## src/rtl/via_pkg.sv

```systemverilog
package via_pkg;
  localparam int DW     = 8;
  localparam int SELW   = 4;
  localparam int NFLAG  = 7;
  localparam int NLINE  = 4;

  typedef enum logic [SELW-1:0] {
    SEL_PB     = 4'd0,
    SEL_PA     = 4'd1,
    SEL_DIRB   = 4'd2,
    SEL_DIRA   = 4'd3,
    SEL_T1LO   = 4'd4,
    SEL_T1HI   = 4'd5,
    SEL_T1LLO  = 4'd6,
    SEL_T1LHI  = 4'd7,
    SEL_T2LO   = 4'd8,
    SEL_T2HI   = 4'd9,
    SEL_SHIFT  = 4'd10,
    SEL_AUX    = 4'd11,
    SEL_PCTL   = 4'd12,
    SEL_FLAGS  = 4'd13,
    SEL_ENABLE = 4'd14,
    SEL_PA_NH  = 4'd15
  } via_sel_e;

  // flag bit positions (decoded by software)
  localparam int FB_CA2 = 0;
  localparam int FB_CA1 = 1;
  localparam int FB_SR  = 2;
  localparam int FB_CB2 = 3;
  localparam int FB_CB1 = 4;
  localparam int FB_T2  = 5;
  localparam int FB_T1  = 6;

  // line vector order
  localparam int LN_CA1 = 0;
  localparam int LN_CA2 = 1;
  localparam int LN_CB1 = 2;
  localparam int LN_CB2 = 3;

  function automatic logic [DW-1:0] merge_port(input logic [DW-1:0] old_v,
                                               input logic [DW-1:0] new_v,
                                               input logic [DW-1:0] dir);
    return (old_v & ~dir) | (new_v & dir);
  endfunction

  function automatic logic edge_hit(input logic prev, input logic now, input logic pos);
    return (prev != now) && (now == pos);
  endfunction

  function automatic logic [NFLAG-1:0] flag_next(input logic [NFLAG-1:0] cur,
                                                 input logic [NFLAG-1:0] set,
                                                 input logic [NFLAG-1:0] clr);
    return (cur & ~clr) | set;
  endfunction
endpackage

```

## src/rtl/via_line_edge.sv

```systemverilog
module via_line_edge
  import via_pkg::*;
#(
  parameter int LINES = NLINE
) (
  input  logic             clk,
  input  logic             rst_n,
  input  logic [LINES-1:0] line,
  input  logic [LINES-1:0] pos_sel,
  output logic [LINES-1:0] hit,
  output logic [LINES-1:0] prev_q
);
  for (genvar g = 0; g < LINES; g++) begin : g_line
    always_ff @(posedge clk or negedge rst_n) begin
      if (!rst_n) prev_q[g] <= 1'b0;
      else        prev_q[g] <= line[g];
    end
    assign hit[g] = edge_hit(prev_q[g], line[g], pos_sel[g]);
  end
endmodule

```

## src/rtl/via_flag_bank.sv

```systemverilog
module via_flag_bank
  import via_pkg::*;
#(
  parameter int NF = NFLAG
) (
  input  logic          clk,
  input  logic          rst_n,
  input  logic [NF-1:0] set,
  input  logic [NF-1:0] clr,
  input  logic          en_wr,
  input  logic [NF:0]   en_wdata,
  output logic [NF-1:0] flags,
  output logic [NF-1:0] enables,
  output logic          irq
);
  always_ff @(posedge clk or negedge rst_n) begin
    if (!rst_n) begin
      flags   <= '0;
      enables <= '0;
    end else begin
      flags <= flag_next(flags, set, clr);
      if (en_wr) begin
        if (en_wdata[NF]) enables <= enables | en_wdata[NF-1:0];
        else              enables <= enables & ~en_wdata[NF-1:0];
      end
    end
  end

  assign irq = |(flags & enables);

  AST_SET_WINS: assert property (@(posedge clk) disable iff (!rst_n)
    (set != '0) |=> ((flags & $past(set)) == $past(set)));
  AST_CLEAR_TAKES: assert property (@(posedge clk) disable iff (!rst_n)
    ((clr & ~set) != '0) |=> ((flags & $past(clr & ~set)) == '0));
endmodule

```

## src/rtl/via_irq_ctl.sv

```systemverilog
module via_irq_ctl
  import via_pkg::*;
(
  input  logic       clk,
  input  logic       rst_n,
  input  logic [3:0] sel,
  input  logic       rd_en,
  input  logic       wr_en,
  input  logic [7:0] wdata,
  output logic [7:0] rdata,
  input  logic       ca1,
  input  logic       ca2,
  input  logic       cb1,
  input  logic       cb2,
  input  logic       sr_req,
  input  logic       t1_expire,
  input  logic       t2_expire,
  output logic [7:0] pa_out,
  output logic [7:0] pb_out,
  output logic       irq
);
  via_sel_e          rsel;
  logic [DW-1:0]     orb_q, ora_q, ddrb_q, ddra_q, pcr_q;
  logic [NLINE-1:0]  lines, pos_sel, hit, prev_q;
  logic [NFLAG-1:0]  set_v, clr_v, flags, enables;
  logic              acc, acc_a, acc_b, wr_a, wr_b;

  assign rsel  = via_sel_e'(sel);
  assign acc   = rd_en | wr_en;
  assign acc_b = acc && (rsel == SEL_PB);
  assign acc_a = acc && ((rsel == SEL_PA) || (rsel == SEL_PA_NH));
  assign wr_b  = wr_en && (rsel == SEL_PB);
  assign wr_a  = wr_en && ((rsel == SEL_PA) || (rsel == SEL_PA_NH));

  // line vector and per-line active polarity from the control register
  assign lines   = {cb2, cb1, ca2, ca1};
  assign pos_sel = {pcr_q[6], pcr_q[4], pcr_q[2], pcr_q[0]};

  via_line_edge #(.LINES(NLINE)) u_edge (
    .clk(clk), .rst_n(rst_n), .line(lines), .pos_sel(pos_sel),
    .hit(hit), .prev_q(prev_q)
  );

  always_comb begin
    set_v         = '0;
    set_v[FB_CA2] = hit[LN_CA2];
    set_v[FB_CA1] = hit[LN_CA1];
    set_v[FB_SR]  = sr_req;
    set_v[FB_CB2] = hit[LN_CB2];
    set_v[FB_CB1] = hit[LN_CB1];
    set_v[FB_T2]  = t2_expire;
    set_v[FB_T1]  = t1_expire;

    clr_v         = '0;
    if (wr_en && (rsel == SEL_FLAGS)) clr_v = wdata[NFLAG-1:0];
    clr_v[FB_CA1] = clr_v[FB_CA1] | acc_a;
    clr_v[FB_CA2] = clr_v[FB_CA2] | (acc_a & ~pcr_q[1]);
    clr_v[FB_CB1] = clr_v[FB_CB1] | acc_b;
    clr_v[FB_CB2] = clr_v[FB_CB2] | (acc_b & ~pcr_q[5]);
    clr_v[FB_SR]  = clr_v[FB_SR]  | (rd_en && (rsel == SEL_SHIFT));
  end

  via_flag_bank #(.NF(NFLAG)) u_flags (
    .clk(clk), .rst_n(rst_n), .set(set_v), .clr(clr_v),
    .en_wr(wr_en && (rsel == SEL_ENABLE)), .en_wdata(wdata),
    .flags(flags), .enables(enables), .irq(irq)
  );

  always_ff @(posedge clk or negedge rst_n) begin
    if (!rst_n) begin
      orb_q  <= '0;
      ora_q  <= '0;
      ddrb_q <= '0;
      ddra_q <= '0;
      pcr_q  <= '0;
    end else if (wr_en) begin
      unique case (rsel)
        SEL_PB:             orb_q  <= merge_port(orb_q, wdata, ddrb_q);
        SEL_PA, SEL_PA_NH:  ora_q  <= merge_port(ora_q, wdata, ddra_q);
        SEL_DIRB:           ddrb_q <= wdata;
        SEL_DIRA:           ddra_q <= wdata;
        SEL_PCTL:           pcr_q  <= wdata;
        default: ;
      endcase
    end
  end

  always_comb begin
    unique case (rsel)
      SEL_PB:            rdata = orb_q;
      SEL_PA, SEL_PA_NH: rdata = ora_q;
      SEL_DIRB:          rdata = ddrb_q;
      SEL_DIRA:          rdata = ddra_q;
      SEL_PCTL:          rdata = pcr_q;
      SEL_FLAGS:         rdata = {irq, flags};
      SEL_ENABLE:        rdata = {1'b1, enables};
      default:           rdata = '0;
    endcase
  end

  assign pa_out = ora_q;
  assign pb_out = orb_q;

  AST_PB_CLEARS_CB1: assert property (@(posedge clk) disable iff (!rst_n)
    (acc_b && !hit[LN_CB1]) |=> !flags[FB_CB1]);
  AST_PA_KEEPS_INDEP: assert property (@(posedge clk) disable iff (!rst_n)
    (acc_a && pcr_q[1] && flags[FB_CA2]) |=> flags[FB_CA2]);
  AST_DDR_MASK_A: assert property (@(posedge clk) disable iff (!rst_n)
    wr_a |=> ((pa_out & ~ddra_q) == ($past(pa_out) & ~ddra_q)));
  AST_DDR_MASK_B: assert property (@(posedge clk) disable iff (!rst_n)
    wr_b |=> ((pb_out & ~ddrb_q) == ($past(pb_out) & ~ddrb_q)));
  AST_EDGE_NEEDED: assert property (@(posedge clk) disable iff (!rst_n)
    $rose(flags[FB_CA1]) |-> $past(ca1 != prev_q[LN_CA1]));
  AST_SR_EVERY: assert property (@(posedge clk) disable iff (!rst_n)
    sr_req |=> flags[FB_SR]);
endmodule

```

## config.mk

```make
export PLATFORM = sky130hd
export DESIGN_NAME = via_irq_ctl
export DESIGN_NICKNAME = d
export VERILOG_FILES = /design/src/rtl/via_pkg.sv /design/src/rtl/via_line_edge.sv /design/src/rtl/via_flag_bank.sv /design/src/rtl/via_irq_ctl.sv
export SDC_FILE = /design/constraint.sdc
export NUM_CORES = 1
export LEC_CHECK = 0
export ABC_AREA = 1
export BUFFER_PORTS_ARGS = -buffer_cell sky130_fd_sc_hd__buf_2
export CORE_UTILIZATION = 48
export CTS_BUF_LIST = sky130_fd_sc_hd__clkbuf_4
export DETAILED_ROUTE_END_ITERATION = 6
export PLACE_DENSITY = 0.69
export SLEW_MARGIN = 20
export SYNTH_ARGS = -nofsm -noshare
export SYNTH_HDL_FRONTEND = slang
export SYNTH_SLANG_ARGS = --single-unit
```

## constraint.sdc

```tcl
create_clock -name clk -period 3 [get_ports clk]
set_input_delay 0.6 -clock clk [delete_from_list [all_inputs] [get_ports clk]]
set_output_delay 0.6 -clock clk [all_outputs]
set_load 0.03 [all_outputs]
```

Word-level counts from Yosys, hierarchy flattened
Index checks and enable logic that the tools add are counted.

word-level totals
  input bits = 23
  register bits after elaboration = 58
  word-level logic and storage cells = 73

operators by class
  bitwise logic cells = 25
  mux-type cells = 3
  reductions and logical operators = 18
  equality and inequality tests = 16

operator list
  kind                                                             count
  8-bit one-hot mux with 7 select lines                            1
  8-bit AND                                                        4
  7-bit AND                                                        3
  4-bit == test, second input constant                             5
  8-bit NOT                                                        2
  8-bit bitwise OR                                                 2
  7-bit 2-to-1 mux                                                 2
  7-bit NOT                                                        2
  7-bit bitwise OR                                                 2
  2-bit AND reduction                                              5
  1-bit logical AND                                                9
  4-bit by 2-bit == test with 1-bit output, second input constant  2
  7-bit OR reduction                                               1
  1-bit bitwise OR                                                 6
  1-bit == test                                                    4
  4-bit by 1-bit == test with 1-bit output, second input constant  1
  4-bit logical NOT                                                1
  1-bit != test                                                    4
  1-bit AND                                                        2
  1-bit NOT                                                        2
  2-bit OR reduction                                               1
  1-bit logical OR                                                 1

Longest topological paths before layout
Gate-level depths: netlist (run 1).

  depth after elaboration = 8
  mapped depth = 10

By module
A second synthesis (run 1) with hierarchy kept.

second synthesis, totals
  cell total of the unflattened synthesis = 416
  area total of the unflattened synthesis = 3140.5 um^2

modules (own cells, without submodules)
  module         area an instance (um^2)  cells each  instances  sequential area each (um^2)
  via_irq_ctl    2332.2                   312         1          1001.0
  via_flag_bank  573.0                    64          1          350.3
  via_line_edge  235.2                    40          1          100.1

Least setup slack after synthesis (run 1)
No wires, ideal clock.

  path kind = input-to-output
  from = input port sel[2]
  to = output port rdata[0]
  arrival time = 1.834 ns
  path buffers = 1
  cell stages on the path = 9
  slack = 0.566 ns
  data required time = 2.400 ns
  path through = inv_1 -> ha_1 -> buf_4 -> inv_2 -> nor3_2 -> nand2_1 -> nand2_1 -> nor2_1 -> a21oi_1

on the way
  word-level cells in the longest chain between the ends = 3
  elaborated cells between the ends (all ways) = 10

RTL lines
  item                                                                              line               RTL
  from (decl)                                                                       via_irq_ctl.sv:6   input logic [3:0] sel,
  4-bit by 1-bit == test with 1-bit output / 4-bit == test (equally long branches)  via_irq_ctl.sv:89  unique case (rsel)
  2-bit OR reduction                                                                via_irq_ctl.sv:89
  8-bit one-hot mux with 7 select lines *                                           via_irq_ctl.sv:89
  to (decl)                                                                         via_irq_ctl.sv:10  output logic [7:0] rdata,

Every way passes the cells marked *; elsewhere a longest branch is shown, timed or not.

Final worst setup path (run 1)
  from = input port sel[2]
  to = output port rdata[4]

The elaborated chain is that of the path after synthesis.

==> out/qor.yml, run 1 <==
floorplan:
  dieHeight_um: 80.7
  die_w_um: 80.7
  start_util_pct: 49.9
  num_rows: 28
  die_area_um2: 6510
  core_area_um2: 5960
  pin_count: 48
route:
  first_iter_violations: 165
  wl_mm: 7.57
  vias_per_cell: 5.13
  drc_errors: 0
  wl_per_cell_um: 14.4
  dr.pass1.iters: 4
  ant_nets: 0
  vias: 2691
critical_path:
  cp_data_required_time_ps: 2400
  path_max_fanout: 10
  slowest_stage: "ha_1"
  start_kind: "input pin"
  path_cells: "buf_2, inv_1, ha_1, inv_2, nor3_2, nand2_1, nand2_1, nor2_1, a21oi_1, buf_2"
  crit_arrival_ps: 2190
  crit_type: "in -> out"
  crit_path_max_incr_delay_ps: 400
  crit_path_end_kind: "output port"
  crit_family: "buffers and inverters"
  worst-path-buf-inv: 4
cts:
  clockBufferDepth: 2
  clkLatencyLatePin_ps: 420
  cts-root-buf: "clkbuf_4"
  cts_tree: "built"
  numClockSinks: 58
  path_clk_slew_ps: 100
  cts_setup_buffers: 0
  cts_made_buffers: 9
  htree_levels: 3
outcome:
  status: "complete, no violations"
timing:
  maxSlewViolCount: 0
  min_period_ps: 2790
  setup_tns_ps: 0
  relSlewSlack_pct: 66.4
  worst_pin_slew_ps: 501
  finClkSkew_ps: 16.7
  finalCritPeriodShare_pct: 92.9
  setup_viol: 0
  rsz0062_at_grt: "false"
  clock.fmax_mhz: 359
  final-hold-violation-count: 0
synth:
  ys_seq_area_share_pct: 48.8
  syn-num-nets: 418
  syn_inst: 392
  ys_types: 24
  synth_area_leaders: "dfrtp_1 (49%), nand2_1 (16%), o21ai_1 (7.6%)"
  syn_area_per_cell_um2: 7.59
  synth_top_area_cell: "dfrtp_1"
  yosys_warnings: 0
  synthesis.area_um2: 2970
  yosysTopAreaCellShare_pct: 48.8
  ys_seq_elements: 58
final_layout:
  final_nets: 471
  instances_no_fill: 525
  fill_cells: 598
  final_common_cell: "nand2_1"
  area_delta_synth_final_pct: 15.7
  most-common-layout-cells: "nand2_1 (129), dfrtp_1 (58), buf_2 (47)"
  drive_gt1_share_pct: 19.1
  diodes: 0
place:
  io_buffers: 47
  gp_congestion: 0.896
  dpl.cell_count: 508
  post-dp-hpwl_mm: 5.53
global_routing:
  grt_max_degree: 30
  overflow: 0
  grt_use_total_pct: 26.3
  antenna_found_initial: 0
  first_global_vias: 2578
  grt_pass1_wl_mm: 12.5
job:
  drv_cap: 0
power:
  ir_drop_uv: 370
  power.density_nw_per_um2: 645
  leakagePower_nw: 1.77
worst_hold_path:
  hold_class: "in -> reg"
-- what timing repair did --
action                                 in CTS  in global routing
endpoints found under the hold margin       2                  0
gates resized for setup                     0                  0
hold buffers                                1                  0
-- logic make-up after synthesis --
logic type	after synthesis	share of synthesized area [%]
AND/OR/NAND/NOR	198	28.4
flip-flops	58	48.8
AO/OA/AOI/OAI	78	14.0
adder cells (fa/ha/maj)	3	1.26
buffers and inverters	55	7.49
-- routing by layer --
metal | up-vias | wire length (um) | track usage, %
met5 | - | 0 | 0
li1 | 1369 | - | -
met2 | 82 | 3390 | 41.6
met4 | 0 | 240 | 12.9
met1 | 1219 | 3530 | 34.9
met3 | 21 | 400 | 4.43
-- Yosys cell counts --
cell,n
nor2_2,1
dfrtp_1,58
nand4_1,2
and3_1,1
buf_6,1
nor2_4,5
nand2_2,6
buf_2,4
buf_1,1
inv_2,7
clkbuf_1,2
o22ai_1,1
ha_1,3
nand3_1,22
nor2_1,30
inv_1,39
o21ai_1,45
nor3_2,2
o21ai_0,8
a21oi_1,14
buf_4,1
nand2_1,129
o31ai_1,8
o21a_1,2
-- path summary, 6_finish.rpt --
check / start / end / slack [ps] / cells after the start
max: sel[2] / rdata[4] / 210 / 10
min: cb2 / u_edge.prev_q[3]$_DFF_PN0_ / 300 / 1
max reg2reg: ddrb_q[5]$_DFFE_PN0P_ / register / 2130 / 3
min reg2reg: pcr_q[3]$_DFFE_PN0P_ / pcr_q[3]$_DFFE_PN0P_ / 510 / 2
max in group asynchronous: rst_n / pcr_q[5]$_DFFE_PN0P_ / 1780 / 3
min in group asynchronous: rst_n / ddrb_q[2]$_DFFE_PN0P_ / 540 / 2
-- report_power, final --
| group | internal, W | total [W] | leakage (nW) | switching [W] |
|---|---|---|---|---|
| Clock | 0.000342 | 0.000648 | 0.0838 | 0.000306 |
| Combinational | 0.000171 | 0.000524 | 0.965 | 0.000352 |
| Sequential | 0.000927 | 0.00105 | 0.720 | 0.000122 |
| Total | 0.00144 | 0.00222 | 1.77 | 0.000780 |
-- worst reg2reg max path: stages (launching register included) --
cell,delay [ps]
dfrtp_1,400
inv_1,70
o21ai_0,190
o31ai_1,100
-- final cells by class --
class                           count  area [um2]  area share, %
Sequential cell                    58        1450           42.2
Multi-Input combinational cell    279        1300           37.8
Timing Repair Buffer               51         268           7.78
Inverter                           46         173           5.02
Tap cell                           75        93.8           2.73
Clock inverter                      6        81.3           2.36
Clock buffer                       10        75.1           2.18
-- through the flow --
step	hold WS [ps]	total power, W	setup slack [ps]	utilization [%]	instance area [um2]
finish	298	0.00222	212	57.8	3440
global route	293	0.00234	82.1	57.8	3440
CTS	283	0.00223	272	57.8	3440
detailed placement	471	0.00159	277	55.0	3280
global placement	469	0.00157	312	55.0	3280
floorplan	304	0.00140	566	-	2970
Power figures use the tool's default switching activity.
==> run 2: changes to the inputs <==
==> constraint.sdc (replaced) <==
create_clock -name clk -period 2.7 [get_ports clk]
set_input_delay 0.54 -clock clk [delete_from_list [all_inputs] [get_ports clk]]
set_output_delay 0.54 -clock clk [all_outputs]
set_load 0.03 [all_outputs]
==> run 2 against run 1 <==
Hold slack worse by 87 ps. Via count increased by 2.9%. First-iteration DRC count rose by 24%. Combinational power grew 12%. Clock-buffer cell count up 1. Worst setup slack lost 52 ps.
==> out/qor.yml, run 2 (synthesized netlist as in run 1, its figures left out) <==
route:
  first_iter_violations: 204
  vias: 2770
  vias_per_cell: 5.27
  wl_mm: 7.62
  wl_per_cell_um: 14.5
  ant_nets: 0
  drc_errors: 0
  dr.pass1.iters: 5
final_layout:
  drive_gt1_share_pct: 19.5
  instances_no_fill: 526
  area_delta_synth_final_pct: 15.4
  fill_cells: 579
  most-common-layout-cells: "nand2_1 (129), dfrtp_1 (58), buf_2 (47)"
  multi_input_area_um2: 1310
  diodes: 0
  seqCellArea_um2: 1450
  final_nets: 473
  final_common_cell: "nand2_1"
place:
  io_buffers: 47
  dpl.cell_count: 511
  gp_congestion: 0.859
  place_ws_ps: 158
  post-dp-hpwl_mm: 5.54
job:
  drv_cap: 0
floorplan:
  dieHeight_um: 80.7
  core_area_um2: 5960
  die_w_um: 80.7
  pin_count: 48
  start_util_pct: 49.9
  num_rows: 28
  die_area_um2: 6510
global_routing:
  use_met3_pct: 6.70
  grt_use_total_pct: 26.1
  overflow: 0
  grt_pass1_wl_mm: 12.5
  top_usage_layer: "met2"
  first_global_vias: 2552
  grt_use_met1_pct: 35.0
  antenna_found_initial: 0
  grt_max_degree: 34
  grt_use_met2_pct: 41.4
critical_path:
  slowest_stage: "ha_1"
  crit_family: "buffers and inverters"
  start_kind: "input pin"
  reg2regPathDepth: 3
  worst-path-buf-inv: 4
  crit_arrival_ps: 2000
  crit_type: "in -> out"
  path_max_fanout: 8
  r2r-start: "ddrb_q[7]$_DFFE_PN0P_"
  r2r_slack_ps: 1860
  crit_path_end_kind: "output port"
  cp_data_required_time_ps: 2160
  crit_path_max_incr_delay_ps: 310
  path_cells: "buf_2, inv_1, ha_1, nand3_1, inv_2, nand2_1, nand2_1, nor2_1, a21oi_1, buf_2"
cts:
  cts_made_buffers: 9
  clkLatencyLatePin_ps: 390
  ctsHoldBuffers: 0
  numClockSinks: 58
  htree_levels: 3
  post_cts_resized: 0
  clockBufferDepth: 2
  cts_tree: "built"
  cts-root-buf: "clkbuf_4"
  path_clk_slew_ps: 90
  cts_setup_buffers: 0
outcome:
  status: "complete, no violations"
timing:
  relSlewSlack_pct: 48.5
  setup_viol: 0
  worst_pin_slew_ps: 772
  finClkSkew_ps: 6.62
  final-hold-violation-count: 0
  rsz0062_at_grt: "false"
  min_period_ps: 2540
  finalCritPeriodShare_pct: 94.1
  setup_tns_ps: 0
  setup_ws_ps: 160
  maxSlewViolCount: 0
  clock.fmax_mhz: 394
worst_hold_path:
  hold_class: "in -> async"
power:
  ir_drop_uv: 458
  leakagePower_nw: 1.77
  power.density_nw_per_um2: 686
## run 2: cell count changes in the layout (fill, tap and decap cells not counted), sizes merged
| cell | delta |
|---|---|
| clkinvlp | -1 |
| clkbuf | +1 |
| bufinv | -1 |
| buf | +3 |
| dlygate4sd3 | -1 |
## run 2: worst max path at each step
stage / startpoint / end / slack [ps] / cells after the start
4_1_cts: sel[2] / rdata[4] / 150 / 10
2_1_floorplan: sel[2] / rdata[0] / 390 / 9
3_3_place_gp: sel[2] / rdata[4] / 210 / 10
3_5_place_dp: sel[2] / rdata[4] / 160 / 10
6_report: sel[2] / rdata[4] / 160 / 10
5_1_grt: sel[2] / rdata[4] / 30 / 10
## run 2: report_power, final
part | internal [W] | leakage [nW] | switching, W
Sequential | 0.00103 | 0.720 | 0.000135
Clock | 0.000293 | 0.0741 | 0.000307
Combinational | 0.000192 | 0.979 | 0.000395
## run 2: routing by layer
metal  vias up  routed length (um)  share of wire (%)
met5         -                   0                  0
met2       105                3530                 46
met3        16                 468                6.1
met4         0                 146                1.9
li1       1369                   -                  -
met1      1280                3480                 46
## run 2: final cells by class
cell class	instances	area share, %
clock buffer	11	2.41
clock inverter	4	1.28
inverter	46	5.03
multi-input combinational	279	38.1
sequential	58	42.3
tap	75	2.74
timing repair buffer	53	8.17
## run 2: per-stage QoR
stage	hold WS, ps	utilization [%]	instance area, um2	total power (W)
floorplan	244	-	2970	0.00156
global placement	473	55.4	3300	0.00175
detailed placement	483	55.4	3300	0.00177
CTS	233	57.5	3420	0.00236
global route	234	57.6	3430	0.00249
finish	211	57.6	3430	0.00235
==> run 3: changes to the inputs <==
==> constraint.sdc (replaced) <==
create_clock -name clk -period 2.7 [get_ports clk]
set_input_delay 0.135 -clock clk [delete_from_list [all_inputs] [get_ports clk]]
set_output_delay 0.135 -clock clk [all_outputs]
set_load 0.03 [all_outputs]
==> run 3 against run 2 <==
Global-route usage shrank 0.16 points. Clock skew grew 2.2 ps. Clock power shrank 13%. Hold slack lost 140 ps. Combinational power grew 2%. Fmax grew 45%. Die area is the same. Register-to-register slack gained 20 ps. Critical endpoint unchanged.
==> out/qor.yml, run 3 (synthesized netlist as in run 1, its figures left out) <==
job:
  drv_cap: 0
floorplan:
  core_area_um2: 5960
  die_w_um: 80.7
  start_util_pct: 49.9
  num_rows: 28
  dieHeight_um: 80.7
  pin_count: 48
  die_area_um2: 6510
final_layout:
  final_common_cell: "nand2_1"
  seqCellArea_um2: 1450
  most-common-layout-cells: "nand2_1 (129), dfrtp_1 (58), buf_2 (47)"
  fill_cells: 585
  multi_input_area_um2: 1300
  stdcell_area_um2: 3540
  area_delta_synth_final_pct: 19.0
  drive_gt1_share_pct: 18.1
  final_nets: 486
  diodes: 0
power:
  leakagePower_nw: 1.81
  finalPower_w: 0.00228
  power.density_nw_per_um2: 645
  ir_drop_uv: 297
place:
  gp_congestion: 0.885
  place_ws_ps: 979
  io_buffers: 47
  placed_area_um2: 3280
  post-dp-hpwl_mm: 5.39
critical_path:
  start_kind: "input pin"
  path_cells: "buf_2, inv_1, ha_1, buf_4, inv_2, nor3_2, nand2_1, nand2_1, nor2_1, a21oi_1, buf_2"
  r2r_slack_ps: 1880
  crit_path_end_kind: "output port"
  reg2regPathDepth: 3
  path_max_fanout: 10
  crit_arrival_ps: 1620
  slowest_stage: "nor3_2"
  cp_data_required_time_ps: 2570
  crit_type: "in -> out"
  crit_path_max_incr_delay_ps: 290
cts:
  numClockSinks: 58
  cts-root-buf: "clkbuf_4"
  path_clk_slew_ps: 90
  clkLatencyLatePin_ps: 430
  htree_levels: 3
  clockBufferDepth: 2
  cts_tree: "built"
  post_cts_resized: 0
  cts_made_buffers: 9
route:
  wl_per_cell_um: 14.2
  first_iter_violations: 160
  vias: 2787
  drc_errors: 0
  wl_mm: 7.64
  vias_per_cell: 5.16
  ant_nets: 0
  dr.pass1.iters: 4
outcome:
  status: "complete, no violations"
timing:
  hold_ws_ps: 72.7
  finClkSkew_ps: 8.79
  rsz0062_at_grt: "false"
  clock.fmax_mhz: 571
  finalCritPeriodShare_pct: 64.9
  worst_pin_slew_ps: 735
  min_period_ps: 1750
  final-hold-violation-count: 0
  maxSlewViolCount: 0
  relSlewSlack_pct: 51.0
  setup_ws_ps: 948
  setup_tns_ps: 0
  setup_viol: 0
global_routing:
  first_global_vias: 2528
  overflow: 0
  grt_pass1_wl_mm: 12.2
  antenna_found_initial: 0
  grt_max_degree: 58
  grt_use_total_pct: 26.0
worst_hold_path:
  holdPathStages: 4
  hold_class: "in -> reg"
run 3: worst paths after layout:
path,from,end
worst min register to register,pcr_q[5]$_DFFE_PN0P_,pcr_q[5]$_DFFE_PN0P_
worst max-delay path,sel[2],rdata[4]
worst min-delay path,rd_en,u_flags.flags[2]$_DFF_PN0_
min in group asynchronous,rst_n,ddrb_q[2]$_DFFE_PN0P_
max in group asynchronous,rst_n,asynchronous set/reset pin
worst max register to register,ddrb_q[7]$_DFFE_PN0P_,register
run 3: report_power, final:
group / switching, W / internal (W)
Sequential: 0.000135 / 0.00103
Combinational: 0.000393 / 0.000204
Clock: 0.000322 / 0.000198
run 3: timing repair:
action	CTS	global route
hold endpoints to repair	73	0
hold buffers	16	0
buffers inserted	0	0
run 3: routing by layer:
layer | wire (um) | track usage, %
met3 | 444 | 5.91
met4 | 168 | 11.1
met1 | 3570 | 35.0
met5 | 0 | 0
met2 | 3470 | 40.1
run 3: layout make-up:
type                            instances  share of cell area (%)
Timing Repair Buffer                   66                    11.8
Sequential cell                        58                    41.0
Inverter                               46                    4.88
Clock buffer                           11                    2.33
Tap cell                               75                    2.65
Multi-Input combinational cell        279                    36.7
Clock inverter                          5                   0.601
run 3: per-stage QoR:
step | utilization [%] | std cells
2_1_floorplan | - | 392
4_1_cts | 59.4 | 540
5_1_grt | 59.4 | 540
6_report | 59.4 | 540
3_5_place_dp | 55.0 | 508
3_3_place_gp | 55.0 | 508
run 3: critical path: cells and delay by family:
kind | cells | cell delay, ps
buf+inv | 5 | 670
simple gates | 4 | 510
fa+ha+maj | 1 | 160
compound gates | 1 | 160
